$ cat config.mk
export PLATFORM = sky130hd
export DESIGN_NAME = evt_timestamp_unit
export DESIGN_NICKNAME = d
export VERILOG_FILES = /design/src/rtl/ts_pkg.sv /design/src/rtl/ts_seconds.sv /design/src/rtl/ts_counter.sv /design/src/rtl/ts_event_fifo.sv /design/src/rtl/evt_timestamp_unit.sv
export SDC_FILE = /design/constraint.sdc
export NUM_CORES = 1
export LEC_CHECK = 0
export BUFFER_PORTS_ARGS = -buffer_cell sky130_fd_sc_hd__buf_2
export CORE_MARGIN = 2
export CORE_UTILIZATION = 60
export DETAILED_ROUTE_END_ITERATION = 10
export PLACE_DENSITY = 0.78
export SKIP_LAST_GASP = 1
export SYNTH_ARGS = -nofsm -noshare
export SYNTH_HDL_FRONTEND = slang
export SYNTH_SLANG_ARGS = --single-unit
$ cat constraint.sdc
create_clock -name clk -period 13.1 [get_ports clk]
set_clock_uncertainty 0.05 [all_clocks]
set_input_delay 2.62 -clock clk [delete_from_list [all_inputs] [get_ports clk]]
set_output_delay 2.62 -clock clk [all_outputs]
set_load 0.1 [all_outputs]
$ cat src/rtl/ts_pkg.sv
package ts_pkg;
  localparam int CODE_W = 8;
  localparam logic [CODE_W-1:0] CODE_NULL   = 8'h00;
  localparam logic [CODE_W-1:0] CODE_SHIFT0 = 8'h70;
  localparam logic [CODE_W-1:0] CODE_SHIFT1 = 8'h71;
  localparam logic [CODE_W-1:0] CODE_TICK   = 8'h7C;
  localparam logic [CODE_W-1:0] CODE_RESET  = 8'h7D;

  typedef enum logic [1:0] {
    SRC_EVENT  = 2'd0,
    SRC_DIVCLK = 2'd1,
    SRC_DBUS   = 2'd2,
    SRC_HALT   = 2'd3
  } cnt_src_e;
endpackage

$ cat src/rtl/ts_seconds.sv
module ts_seconds
  import ts_pkg::*;
#(
  parameter int TIME_W = 32
) (
  input  logic              clk,
  input  logic              rst_n,
  input  logic [CODE_W-1:0] code,
  output logic [TIME_W-1:0] secs
);
  logic [TIME_W-1:0] shift_q;
  logic [TIME_W-1:0] secs_q;

  always_ff @(posedge clk or negedge rst_n) begin
    if (!rst_n) begin
      shift_q <= '0;
      secs_q  <= '0;
    end else begin
      unique case (code)
        CODE_SHIFT0: shift_q <= {shift_q[TIME_W-2:0], 1'b0};
        CODE_SHIFT1: shift_q <= {shift_q[TIME_W-2:0], 1'b1};
        CODE_RESET:  secs_q  <= shift_q;
        default: ;
      endcase
    end
  end

  assign secs = secs_q;

  // promotion presents the assembled word one edge later
  assert_promote_R3: assert property (@(posedge clk) disable iff (!rst_n)
    (code == CODE_RESET) |=> (secs == $past(shift_q)));
  // shift codes never disturb the published seconds
  assert_shift_hold_R2: assert property (@(posedge clk) disable iff (!rst_n)
    (code == CODE_SHIFT0 || code == CODE_SHIFT1) |=> $stable(secs));
  // the new LSB follows the code
  assert_shift_lsb_R2: assert property (@(posedge clk) disable iff (!rst_n)
    (code == CODE_SHIFT1) |=> shift_q[0]);
  // null code leaves both words untouched
  assert_null_quiet_R8: assert property (@(posedge clk) disable iff (!rst_n)
    (code == CODE_NULL) |=> ($stable(shift_q) && $stable(secs)));
endmodule

$ cat src/rtl/ts_counter.sv
module ts_counter
  import ts_pkg::*;
#(
  parameter int TIME_W   = 32,
  parameter int FREE_DIV = 4,
  parameter int DBUS_W   = 8
) (
  input  logic                      clk,
  input  logic                      rst_n,
  input  logic [CODE_W-1:0]         code,
  input  cnt_src_e                  src,
  input  logic [DBUS_W-1:0]         dbus,
  input  logic [$clog2(DBUS_W)-1:0] dbus_sel,
  output logic [TIME_W-1:0]         cnt
);
  localparam int PRE_W = (FREE_DIV > 2) ? $clog2(FREE_DIV) : 1;
  localparam logic [PRE_W-1:0] PRE_LAST = PRE_W'(FREE_DIV - 1);

  logic [TIME_W-1:0] cnt_q;
  logic [PRE_W-1:0]  pre_q;
  logic              div_tick;
  logic              bus_s1, bus_s2, bus_rise;
  logic              step;
  logic              clr;

  assign clr      = (code == CODE_RESET);
  assign div_tick = (pre_q == PRE_LAST);
  assign bus_rise = bus_s1 & ~bus_s2;

  // two-stage edge detector on the chosen bus bit
  always_ff @(posedge clk or negedge rst_n) begin
    if (!rst_n) begin
      bus_s1 <= 1'b0;
      bus_s2 <= 1'b0;
    end else begin
      bus_s1 <= dbus[dbus_sel];
      bus_s2 <= bus_s1;
    end
  end

  // free-running divider, re-phased by the reset code
  always_ff @(posedge clk or negedge rst_n) begin
    if (!rst_n)                pre_q <= '0;
    else if (clr || div_tick)  pre_q <= '0;
    else                       pre_q <= pre_q + 1'b1;
  end

  always_comb begin
    unique case (src)
      SRC_EVENT:  step = (code == CODE_TICK);
      SRC_DIVCLK: step = div_tick;
      SRC_DBUS:   step = bus_rise;
      default:    step = 1'b0;
    endcase
  end

  always_ff @(posedge clk or negedge rst_n) begin
    if (!rst_n)     cnt_q <= '0;
    else if (clr)   cnt_q <= '0;
    else if (step)  cnt_q <= cnt_q + TIME_W'(1);
  end

  assign cnt = cnt_q;

  // reset code clears regardless of source
  assert_clear_R3: assert property (@(posedge clk) disable iff (!rst_n)
    clr |=> (cnt == '0));
  // in event mode only increment and reset codes move the counter
  assert_event_hold_R4: assert property (@(posedge clk) disable iff (!rst_n)
    (src == SRC_EVENT && code != CODE_TICK && !clr) |=> $stable(cnt));
  // the counter never jumps by more than one
  assert_single_step_R4: assert property (@(posedge clk) disable iff (!rst_n)
    !clr |=> (cnt == $past(cnt) || cnt == $past(cnt) + TIME_W'(1)));
  // halted source freezes the counter
  assert_halt_R12: assert property (@(posedge clk) disable iff (!rst_n)
    (src == SRC_HALT && !clr) |=> $stable(cnt));
endmodule

$ cat src/rtl/ts_event_fifo.sv
module ts_event_fifo #(
  parameter int DEPTH = 16,
  parameter int W     = 72
) (
  input  logic         clk,
  input  logic         rst_n,
  input  logic         push,
  input  logic [W-1:0] push_data,
  output logic         out_valid,
  input  logic         out_ready,
  output logic [W-1:0] out_data,
  output logic         full,
  output logic         empty,
  output logic         overflow
);
  localparam int AW = $clog2(DEPTH);

  logic [W-1:0] mem [DEPTH];
  logic [AW:0]  wr_ptr, rd_ptr;
  logic [AW:0]  used;
  logic         accept, take;

  assign used      = wr_ptr - rd_ptr;
  assign full      = (used == (AW+1)'(DEPTH));
  assign empty     = (wr_ptr == rd_ptr);
  assign out_valid = !empty;
  assign out_data  = mem[rd_ptr[AW-1:0]];
  assign accept    = push && !full;
  assign take      = out_valid && out_ready;

  always_ff @(posedge clk) begin
    if (accept) mem[wr_ptr[AW-1:0]] <= push_data;
  end

  always_ff @(posedge clk or negedge rst_n) begin
    if (!rst_n) begin
      wr_ptr   <= '0;
      rd_ptr   <= '0;
      overflow <= 1'b0;
    end else begin
      if (accept)        wr_ptr   <= wr_ptr + 1'b1;
      if (take)          rd_ptr   <= rd_ptr + 1'b1;
      if (push && full)  overflow <= 1'b1;
    end
  end

  // a push into a full FIFO is dropped and flagged
  assert_no_overflow_R10: assert property (@(posedge clk) disable iff (!rst_n)
    (push && full) |=> (overflow && wr_ptr == $past(wr_ptr)));
  // occupancy stays within depth
  assert_depth_R10: assert property (@(posedge clk) disable iff (!rst_n)
    used <= (AW+1)'(DEPTH));
  // overflow flag is sticky
  assert_sticky_R10: assert property (@(posedge clk) disable iff (!rst_n)
    overflow |=> overflow);
  // stalled head is held
  assert_head_stable_R9: assert property (@(posedge clk) disable iff (!rst_n)
    (out_valid && !out_ready) |=> (out_valid && $stable(out_data)));
endmodule

$ cat src/rtl/evt_timestamp_unit.sv
module evt_timestamp_unit
  import ts_pkg::*;
#(
  parameter int TIME_W     = 32,
  parameter int FIFO_DEPTH = 16,
  parameter int FREE_DIV   = 4,
  parameter int DBUS_W     = 8
) (
  input  logic                      clk,
  input  logic                      rst_n,
  input  logic [7:0]                evt_code,
  input  logic                      evt_capture,
  input  logic [1:0]                cnt_src,
  input  logic [DBUS_W-1:0]         dbus,
  input  logic [$clog2(DBUS_W)-1:0] dbus_sel,
  input  logic                      sw_latch,
  output logic [TIME_W-1:0]         secs,
  output logic [TIME_W-1:0]         ts_count,
  output logic [TIME_W-1:0]         latch_secs,
  output logic [TIME_W-1:0]         latch_count,
  output logic                      fifo_valid,
  input  logic                      fifo_ready,
  output logic [7:0]                fifo_code,
  output logic [TIME_W-1:0]         fifo_secs,
  output logic [TIME_W-1:0]         fifo_count,
  output logic                      fifo_full,
  output logic                      fifo_empty,
  output logic                      fifo_overflow
);
  localparam int ENTRY_W = CODE_W + 2 * TIME_W;

  logic               cap_push;
  logic [ENTRY_W-1:0] cap_word;
  logic [ENTRY_W-1:0] head_word;

  ts_seconds #(.TIME_W(TIME_W)) u_seconds (
    .clk  (clk),
    .rst_n(rst_n),
    .code (evt_code),
    .secs (secs)
  );

  ts_counter #(.TIME_W(TIME_W), .FREE_DIV(FREE_DIV), .DBUS_W(DBUS_W)) u_counter (
    .clk     (clk),
    .rst_n   (rst_n),
    .code    (evt_code),
    .src     (cnt_src_e'(cnt_src)),
    .dbus    (dbus),
    .dbus_sel(dbus_sel),
    .cnt     (ts_count)
  );

  assign cap_push = evt_capture && (evt_code != CODE_NULL);
  assign cap_word = {evt_code, secs, ts_count};

  ts_event_fifo #(.DEPTH(FIFO_DEPTH), .W(ENTRY_W)) u_fifo (
    .clk      (clk),
    .rst_n    (rst_n),
    .push     (cap_push),
    .push_data(cap_word),
    .out_valid(fifo_valid),
    .out_ready(fifo_ready),
    .out_data (head_word),
    .full     (fifo_full),
    .empty    (fifo_empty),
    .overflow (fifo_overflow)
  );

  assign fifo_code  = head_word[ENTRY_W-1 -: CODE_W];
  assign fifo_secs  = head_word[2*TIME_W-1 -: TIME_W];
  assign fifo_count = head_word[TIME_W-1:0];

  always_ff @(posedge clk or negedge rst_n) begin
    if (!rst_n) begin
      latch_secs  <= '0;
      latch_count <= '0;
    end else if (sw_latch) begin
      latch_secs  <= secs;
      latch_count <= ts_count;
    end
  end

  // software latch takes the pre-edge time words
  assert_latch_R11: assert property (@(posedge clk) disable iff (!rst_n)
    sw_latch |=> (latch_count == $past(ts_count) && latch_secs == $past(secs)));
  // null code with capture flag does not add an entry
  assert_null_nopush_R8: assert property (@(posedge clk) disable iff (!rst_n)
    (evt_code == CODE_NULL && fifo_empty) |=> fifo_empty);
  // valid and empty are complementary
  assert_flags_R9: assert property (@(posedge clk) disable iff (!rst_n)
    fifo_valid != fifo_empty);
endmodule

### After elaboration in Yosys (flattened, before gate mapping)

Memory sizes are Yosys's and may differ from the RTL's.
Index checks and enable logic that the tools add are counted.
Widths: inputs -> output; s select.

| storage, ports and cells | value |
|---|---|
| memories kept | 1 |
| output and inout port bits | 204 |
| logic and storage cells | 49 |
| register bits after elaboration | 175 |
| RAM bits | 1152 |
| input bits | 26 |

| cells by class | value |
|---|---|
| add/subtract/negate cells | 5 |
| eq/ne operators | 9 |
| reduce and logical (&&, ||, !) cells | 11 |
| multiplexer cells | 9 |
| bitwise operators | 2 |
| order comparisons | 1 |

Memory list:

| memory | depth | width | rd ports | clocked after Yosys merged registers in | wr ports | line | text |
|---|---|---|---|---|---|---|---|
| u_fifo.mem | 16 | 72 | 1 | 0 | 1 | ts_event_fifo.sv:18 | `logic [W-1:0] mem [DEPTH];` |

Operators with widths:

| kind | number |
|---|---|
| $mux 32 | 2 |
| $pmux 32 s2 | 1 |
| $add 32x1->32 const B | 1 |
| $eq 8x7->1 const B | 4 |
| $add 5x1->5 const B | 2 |
| $reduce_bool 8->1 | 1 |
| $eq 5x5->1 | 1 |
| $eq 5x5->1 const B | 1 |
| $sub 5x5->5 | 1 |
| $eq 2x2->1 const B | 2 |
| $logic_and 1x1->1 | 4 |
| $lt 3x4->1 const B | 1 |
| $reduce_bool 2->1 | 2 |
| $bmux 1 s3 | 1 |
| $mux 1 | 3 |
| $pmux 1 s3 | 1 |
| $add 2x1->2 const B | 1 |
| $eq 2x1->1 const B | 1 |
| $logic_not 1->1 | 2 |
| $logic_not 2->1 | 1 |
| $mux 2 | 1 |
| $and 1x1->1 | 1 |
| $logic_or 1x1->1 | 1 |
| $not 1->1 | 1 |

### Logic depth before layout (Yosys ltp)

Gate-level depths: netlist of run 1.

| depth | value |
|---|---|
| depth after elaboration | 6 |
| gate-level depth with buffers | 12 |
| depth with buffers taken out | 8 |

### Modules after synthesis

A second synthesis of run 1 with hierarchy kept.

| unflattened totals | value |
|---|---|
| cell total of the unflattened synthesis | 2572 |
| area total of the unflattened synthesis | 51717.1 µm² |

Modules (own cells, without submodules):

| module | area each (µm²) | cells an instance | times used |
|---|---|---|---|
| ts_event_fifo | 44482.7 | 2093 | 1 |
| evt_timestamp_unit | 2698.8 | 138 | 1 |
| ts_seconds | 2557.5 | 141 | 1 |
| ts_counter | 1978.1 | 200 | 1 |

### Least setup slack after synthesis of run 1

No wires, ideal clock.

| timing | value |
|---|---|
| kind | register to output |
| start point | register u_fifo.rd_ptr[1] |
| end point | output port fifo_valid |
| path slack | 5389 ps |
| buffers on the path | 3 |
| arrival | 5041 ps |
| required time | 10430 ps |
| cell stages (with the launch flop) | 9 |
| cells stage by stage | dfrtp_1 -> clkbuf_1 -> clkbuf_1 -> clkbuf_1 -> inv_1 -> ha_1 -> nand2_1 -> nor3_1 -> inv_1 |

| between the ends | value |
|---|---|
| longest elaborated chain between the ends | 2 |

RTL lines:

| what | line | text |
|---|---|---|
| start, declared | ts_event_fifo.sv:19 | `logic [AW:0] wr_ptr, rd_ptr;` |
| start signal, assigned | ts_event_fifo.sv:42 | `if (take) rd_ptr <= rd_ptr + 1'b1;` |
| $eq 5x5->1 | ts_event_fifo.sv:25 | `assign empty = (wr_ptr == rd_ptr);` |
| via fifo_empty | evt_timestamp_unit.sv:27 | `output logic fifo_empty,` |
| $logic_not 1->1 | ts_event_fifo.sv:26 | `assign out_valid = !empty;` |
| end, declared | evt_timestamp_unit.sv:21 | `output logic fifo_valid,` |

The timed path passes the listed nets, and every way through them passes these cells.

### Worst setup path in the final report of run 1

| timing | value |
|---|---|
| start point | register u_fifo.rd_ptr[0] |
| end point | output port fifo_code[4] |

| between the ends | value |
|---|---|
| longest elaborated chain between the ends | 1 |

RTL lines:

| what | line | text |
|---|---|---|
| $mem_v2 16x72 | -- |  |
| end, declared | evt_timestamp_unit.sv:23 | `output logic [7:0] fifo_code,` |

Every way passes these cells.

==> key figures, run 1 <==
Routing
  – Average via count per standard cell: 6.58
  – Post-Route M1 WL: roughly 43,000 µm
  – Routed via count: roughly 24k
  – WL met2: 59,300 µm
  – Routed wire length: between 100,000 and 150,000 µm
  – DRT antenna net count: 0
  – Total iterations of the first detailed-routing run: 5
  – Iter 0 DRT Violations: between 2k and 3k
  – Detail-routed net length per standard cell: between 30 and 40 µm
  – Detailed-routed wire length on met3: between 9000 and 10,000 µm
  – Post-route DRC: 0
  – Uppermost signal routing layer after detailed routing: met5

Power and ir drop
  – Reported net switching power: approximately 5 mW
  – VDD IR max: 323 µV
  – Switching power share of the total: between 30% and 40%
  – Part of the power in the clock network: about 28%
  – Cell Pwr Density: 236 nW/µm²
  – Sequential Power Share: about 39%
  – Static leakage: approximately 20 nW
  – Combinational share of power: roughly 34%
  – Internal power: 8.51 mW

Logic synthesis
  – Synth Area per Inst: 22.9 µm²
  – Library cell with the largest summed area after synthesis: edfxtp_1
  – Post-synthesis instance total: 2,206
  – Area share of the largest cell type after synthesis: roughly 69%
  – Total number of yosys warnings: 0
  – Count of distinct cell types in the synthesized netlist: 42
  – Synth Net Count: roughly 2.2k
  – Cell area after synthesis: roughly 50,000 µm²
  – Synth area leaders: edfxtp_1 69%, mux4_2 16%, dfrtp_1 8.7%
  – Synth Register Bits: 1,327
  – Register area share after synthesis: between 70% and 80%

Clock tree
  – H-tree levels: 4
  – TritonCTS Sinks: between 1k and 1.5k
  – Max Root-Sink Buffers: 3
  – Clock root buffer master: clkbuf_16
  – Post-CTS repair timing setup buffer count: 0
  – Number of hold-repair buffers added at the cts stage: 0
  – Clock latency at the later pin of the worst-skew pair: ~0.72 ns
  – Number of buffers inserted during clock tree synthesis: ~130
  – Number of gates given a new drive strength after cts: 0
  – CTS tree: done
  – Worst-path clk slew: 0.06 ns

Critical path
  – Reg-to-Reg Start: u_fifo.rd_ptr[1]
  – Data required, critical path: around 10 ns
  – Setup slack on the worst flop-to-flop path: 8.11 ns
  – Launching element type of the critical path: flip-flop
  – Endpoint kind of the worst setup timing path: output port
  – Peak fanout along the critical path: 54
  – Worst R2R End: u_fifo.mem[9][28]
  – Type of the setup path with the least slack: flip-flop to output port
  – Crit path arrival time: 5.06 ns
  – Worst-case reg-to-reg path depth: 9

Timing
  – Final Cycle Share: 59.0%
  – Slew headroom: ~18%
  – Number of hold violations in the final report: 0
  – Maximum achievable frequency: 129 MHz
  – Clock period minus final worst setup slack: 7.73 ns
  – RSZ-0062 raised after global routing: false
  – Slew Viols, Final: 0
  – Number of setup violations in the final report: 0
  – Setup_tns: 0 ns
  – Slew at the pin closest to its max-slew limit: between 1 and 1.5 ns

GRT
  – Gr usage total: approximately 27%
  – Number of global-route vias before repair: approximately 25k
  – Number of antenna violations at the first check in global routing: 5
  – Global-route wire length before repair: ~170,000 µm
  – Global route overflow: 0
  – Maximum number of pins on one net before global-route repair: approximately 150

Worst hold path
  – Worst Hold Path Cells: 1
  – Hold_sp: u_counter.pre_q[0]
  – Class of the most critical hold timing path: flip-flop to flip-flop
  – Hold Crit Endpoint: u_counter.pre_q[0]

Finish
  – Total of fill cells in the finished design: about 4.9k
  – Final std cell area, no fill: about 57,000 µm²
  – Synthesis-to-layout area growth: 13.4%
  – Share of layout cells above drive strength 1: between 30% and 40%
  – Final #Nets: 2,536

Floorplanning
  – Total die area: 86,400 µm²
  – Number of placement rows: around 110
  – Chip width: approximately 290 µm
  – Placeable core region: around 83,000 µm²
  – Initial cell density of the core: about three fifths
  – Die H: 294 µm
  – Num ports: 230

Placement
  – Area of placed instances: 52,900 µm²
  – Dpl hpwl: roughly 55,000 µm
  – Final weighted congestion in routability-driven placement: about 0.79
  – Count of buffers inserted at the top-level ports: about 230

Outcome
  – Status: complete, no violations

Run
  – Max capacitance violation total: 0
worst max-delay path, stage by stage (launching register included):
cell and delay (ns):
dfrtp_4 1.06, buf_4 0.73, buf_4 0.92, mux4_2 0.60, mux4_2 0.55, buf_2 0.33
state kept, by name (all words and copies together), names as in the netlist:
name and count:
u_fifo.overflow 1, u_seconds.secs 32, u_fifo.rd_ptr 5, u_fifo.wr_ptr 5, u_seconds.shift_q 32, latch_secs 32
u_counter.pre_q 2, latch_count 32, u_counter.bus_s2 1, u_fifo.mem 1152, u_counter.cnt 32, u_counter.bus_s1 1
cells in the final DEF (no fill, tap or decap), types with 26 or more instances in the layout:
cell / instances
edfxtp_1: 1152
mux4_2: 362
buf_2: 227
dfrtp_1: 172
clkbuf_16: 137
nand2_1: 119
mux2_2: 98
clkbuf_1: 37
buf_4: 35
nor2_1: 34
xor2_1: 26
how the worst max path moves through the flow:
stage,slack (ns),endpoint,startpoint
finish,5.37,fifo_code[4],u_fifo.rd_ptr[0]
global route,4.95,fifo_code[4],u_fifo.rd_ptr[0]
CTS,5.20,fifo_secs[12],u_fifo.rd_ptr[0]
detailed placement,5.99,fifo_code[4],u_fifo.rd_ptr[0]
global placement,6.07,fifo_code[4],u_fifo.rd_ptr[0]
floorplan,5.39,fifo_valid,u_fifo.rd_ptr[1]
power by group through the flow:
stage / clock (mW) / combinational [mW] / sequential [mW]
floorplan: 0 / 3.64 / 5.27
global placement: 0 / 4.52 / 5.29
detailed placement: 0 / 4.57 / 5.32
CTS: 3.77 / 4.60 / 5.24
global route: 3.93 / 4.71 / 5.27
finish: 3.73 / 4.54 / 5.24
per-stage QoR:
stage | hold WS (ns) | setup WS (ns) | cells | utilization [%] | power [mW]
2_1_floorplan | 0.296 | 5.39 | 2206 | - | 8.91
3_3_place_gp | 0.376 | 6.07 | 3445 | 63.4 | 9.81
3_5_place_dp | 0.388 | 5.99 | 3445 | 63.4 | 9.89
4_1_cts | 0.400 | 5.20 | 3687 | 68.6 | 13.6
5_1_grt | 0.408 | 4.95 | 3687 | 68.6 | 13.9
6_report | 0.400 | 5.37 | 3691 | 68.6 | 13.5
metal layers:
metal / GRT usage, % / vias up
li1: - / 9766
met1: 37.2 / 13000
met2: 45.5 / 1291
met3: 4.61 / 232
met4: 8.70 / 2
met5: 0 / -
cell usage after synthesis, drive strengths merged:
library cell / count
dlygate4sd1: 1
clkbuf: 64
or4: 2
nor4bb: 1
inv: 8
mux2: 98
ha: 11
xor2: 26
buf: 41
nor2b: 4
nor2: 35
edfxtp: 1152
xnor2: 12
nor4: 1
a2111oi: 2
and3: 25
dfrtp: 175
nor3b: 2
nand4b: 1
or2: 1
a21oi: 6
a31oi: 2
o21ai: 6
nand3: 17
mux4: 362
o41ai: 1
nand4: 11
nor3: 6
and4: 2
or3: 5
nand2: 120
o21bai: 2
and2: 4
cell type report:
class                      instances  area, µm²  area share (%)
tap                             1080       1350            2.36
antenna                            4       10.0          0.0175
timing repair buffer             265       1450            2.54
clock inverter                    58        586            1.02
sequential                      1327      39000            68.2
inverter                           8       35.0          0.0612
clock buffer                     184       3700            6.48
multi-input combinational        765      11100            19.4
logic make-up (layout without fill, tap and decap cells):
kind of cell               Yosys count  in the layout  share of synthesized area, %
xor gates and xnor gates            38             38                         0.660
buffers and inverters              114            515                         0.911
and+or+nand+nor                    237            237                          2.20
other                                0              4                             0
adders and majority gates           11             11                         0.273
muxes                              460            460                          18.4
DFF                               1327           1327                          77.3
AOI/OAI and AO/OA                   19             19                         0.308
(Power assumes the default switching activity.)
==> run 2, diff against run 1 <==
clock period = 7.2 ns   (was 13.1 ns; I/O delays follow)
==> run 2 against run 1 <==
Effect of this change: cell area rose by 0.21%; count of clock-buffer cells in the layout fell by 11; core utilization rose by 0.15 points; cell count did not move; combinational power rose by 85%; flip-flop and latch count did not move; sequential share of layout area fell by 0.14 points; sequential power rose by 81%; wire length rose by 1.5%; first-iteration DRC count fell by 12%; largest power group unchanged.
==> key figures, run 2 (same netlist as run 1, synthesis figures left out) <==
Outcome
  – Status: complete, no violations

Routing
  – Total iterations of the first detailed-routing run: 7 (+2)
  – Post-route DRC: 0 (unchanged)
  – DRT antenna net count: 0 (unchanged)
  – Routed wire length: 116,000 µm (+1.5%)
  – Iter 0 DRT Violations: 2,463 (-12%)
  – Average via count per standard cell: 6.62 (+0.58%)
  – Detail-routed net length per standard cell: 31.6 µm (+1.5%)
  – Routed via count: 24.4k (+0.58%)

GRT
  – Global route overflow: 0 (unchanged)
  – Number of antenna violations at the first check in global routing: 4 (-1)
  – Maximum number of pins on one net before global-route repair: 143 (-4.0%)
  – Number of global-route vias before repair: 25.5k (+1.0%)
  – Global-route wire length before repair: 171,000 µm (+1.6%)
  – Gr usage total: 27.6% (+0.43 points)

Placement
  – Dpl hpwl: 57,900 µm (+4.6%)
  – Pre-CTS setup slack: 2.57 ns (-3.42 ns)
  – Final weighted congestion in routability-driven placement: 0.761 (-4.0%)
  – Area of placed instances: 53,000 µm² (+0.19%)
  – Count of buffers inserted at the top-level ports: 229 (unchanged)

Timing
  – RSZ-0062 raised after global routing: false
  – Final Cycle Share: between 70% and 80%
  – Setup_tns: 0 ns (unchanged)
  – Number of setup violations in the final report: 0 (unchanged)
  – Worst setup slack after layout: 1.90 ns (-3.47 ns)
  – Slew headroom: 24.8% (+6.4 points)
  – Maximum achievable frequency: approximately 190 MHz
  – Number of hold violations in the final report: 0 (unchanged)
  – Slew at the pin closest to its max-slew limit: 1.13 ns (-0.0960 ns)
  – Clock period minus final worst setup slack: 5.30 ns
  – Slew Viols, Final: 0 (unchanged)

Worst hold path
  – Hold Crit Endpoint: u_counter.bus_s2
  – Class of the most critical hold timing path: flip-flop to flip-flop
  – Worst Hold Path Cells: 0 (-1)
  – Hold_sp: u_counter.bus_s1

Finish
  – Most common library cell in the layout ignoring fill and taps: edfxtp_1
  – Max FFs per register: 1,152 (unchanged)
  – Core utilization of the finished layout: 68.7% (+0.15 points)
  – Most used cells in the layout excluding fill and tap cells: 1,152 x edfxtp_1, 362 x mux4_2, 227 x buf_2
  – Share of layout cells above drive strength 1: 36.6% (about the same)
  – Total of fill cells in the finished design: 4,815 (-0.99%)
  – Final std cell area, no fill: 57,300 µm² (+0.21%)
  – Final #Nets: 2,541 (+0.20%)
  – Synthesis-to-layout area growth: 13.7%

Clock tree
  – Max Root-Sink Buffers: 3 (unchanged)
  – Worst-path clk slew: 0.07 ns (about the same)
  – Post-CTS repair timing setup buffer count: 0 (unchanged)
  – TritonCTS Sinks: 1,327 (unchanged)
  – Clock root buffer master: clkbuf_16
  – Number of buffers inserted during clock tree synthesis: 130 (-1.5%)
  – Clock latency at the later pin of the worst-skew pair: 0.73 ns (about the same)
  – Number of gates given a new drive strength after cts: 0 (unchanged)
  – CTS tree: done
  – H-tree levels: 4 (unchanged)
  – Number of hold-repair buffers added at the cts stage: 0 (unchanged)

Power and ir drop
  – VDD IR max: 611 µV (+89%)
  – Static leakage: 20.4 nW (+0.33%)
  – PnR Total Power: 24.8 mW (+84%)
  – Cell Pwr Density: 433 nW/µm² (+83%)

Critical path
  – Peak fanout along the critical path: 40 (-26%)
  – Worst-case reg-to-reg path depth: 9 (unchanged)
  – Reg-to-Reg Start: u_fifo.rd_ptr[3]
  – Crit path arrival time: 3.81 ns (-1.25 ns)
  – Endpoint kind of the worst setup timing path: output port
  – Setup slack on the worst flop-to-flop path: 2.64 ns (-5.47 ns)
  – Worst R2R End: u_fifo.mem[7][28]
  – Launching element type of the critical path: flip-flop
  – Data required, critical path: 5.71 ns (-4.72 ns)
  – Type of the setup path with the least slack: flip-flop to output port

Floorplanning
  – Initial cell density of the core: 60.4% (unchanged)
  – Die H: 294 µm (unchanged)
  – Number of placement rows: 106 (unchanged)
  – Num ports: 230 (unchanged)
  – Chip width: 294 µm (unchanged)
  – Placeable core region: 83,400 µm² (unchanged)
  – Total die area: 86,400 µm² (unchanged)

Run
  – Max capacitance violation total: 0 (unchanged)
## run 2: cell types whose count changed in the layout (fill, tap and decap cells not counted), sizes merged
cell      previous run  this run
diode                4         1
clkbuf             184       173
clkinv              41        45
buf                265       272
inv                 13        15
bufinv               8        12
clkinvlp             4         1
## run 2: final cells by class
type / count / area [µm²] / share of cell area (%)
clock inverter: 65 / 694 / 1.21
inverter: 8 / 35.0 / 0.0611
antenna: 1 / 2.50 / 0.00437
multi-input combinational: 765 / 11100 / 19.3
tap: 1080 / 1350 / 2.36
clock buffer: 173 / 3620 / 6.32
timing repair buffer: 272 / 1560 / 2.72
sequential: 1327 / 39000 / 68.0
## run 2: how the worst max path moves through the flow
stage | startpoint | to | slack, ns
2_1_floorplan | u_fifo.rd_ptr[1] | fifo_valid | 0.67
3_3_place_gp | evt_code[7] | u_fifo.mem[15][29] | 2.60
3_5_place_dp | evt_code[7] | u_fifo.mem[14][26] | 2.57
4_1_cts | u_fifo.rd_ptr[0] | fifo_count[16] | 1.80
5_1_grt | u_fifo.rd_ptr[0] | fifo_count[19] | 1.71
6_report | u_fifo.rd_ptr[0] | fifo_count[1] | 1.90
## run 2: critical path, cell delays in order (launching register included)
cell and delay (ns):
dfrtp_4 1.00, buf_4 0.56, mux4_2 0.58, mux4_2 0.55, buf_2 0.33
## run 2: per-stage QoR
step / cells / hold WS [ns]
5_1_grt: 3690 / 0.336
3_5_place_dp: 3452 / 0.314
3_3_place_gp: 3452 / 0.314
6_report: 3691 / 0.331
2_1_floorplan: 2206 / 0.296
4_1_cts: 3690 / 0.328
## run 2: power by group
part,leakage (nW),total [mW],internal [mW],switching (mW)
Sequential,13.3,9.49,9.08,0.405
Clock,2.12,6.89,3.99,2.89
Combinational,5.01,8.42,2.52,5.90
Total,20.4,24.8,15.6,9.20
## run 2: layer usage
layer | vias up | GRT usage [%] | routed length (µm) | share of wire (%)
li1 | 9755 | - | - | -
met1 | 13100 | 37.6 | 43300 | 37
met2 | 1356 | 45.7 | 60200 | 52
met3 | 224 | 5.50 | 9530 | 8.2
met4 | 2 | 9.25 | 3430 | 2.9
met5 | - | 0 | 7 | 0.0060
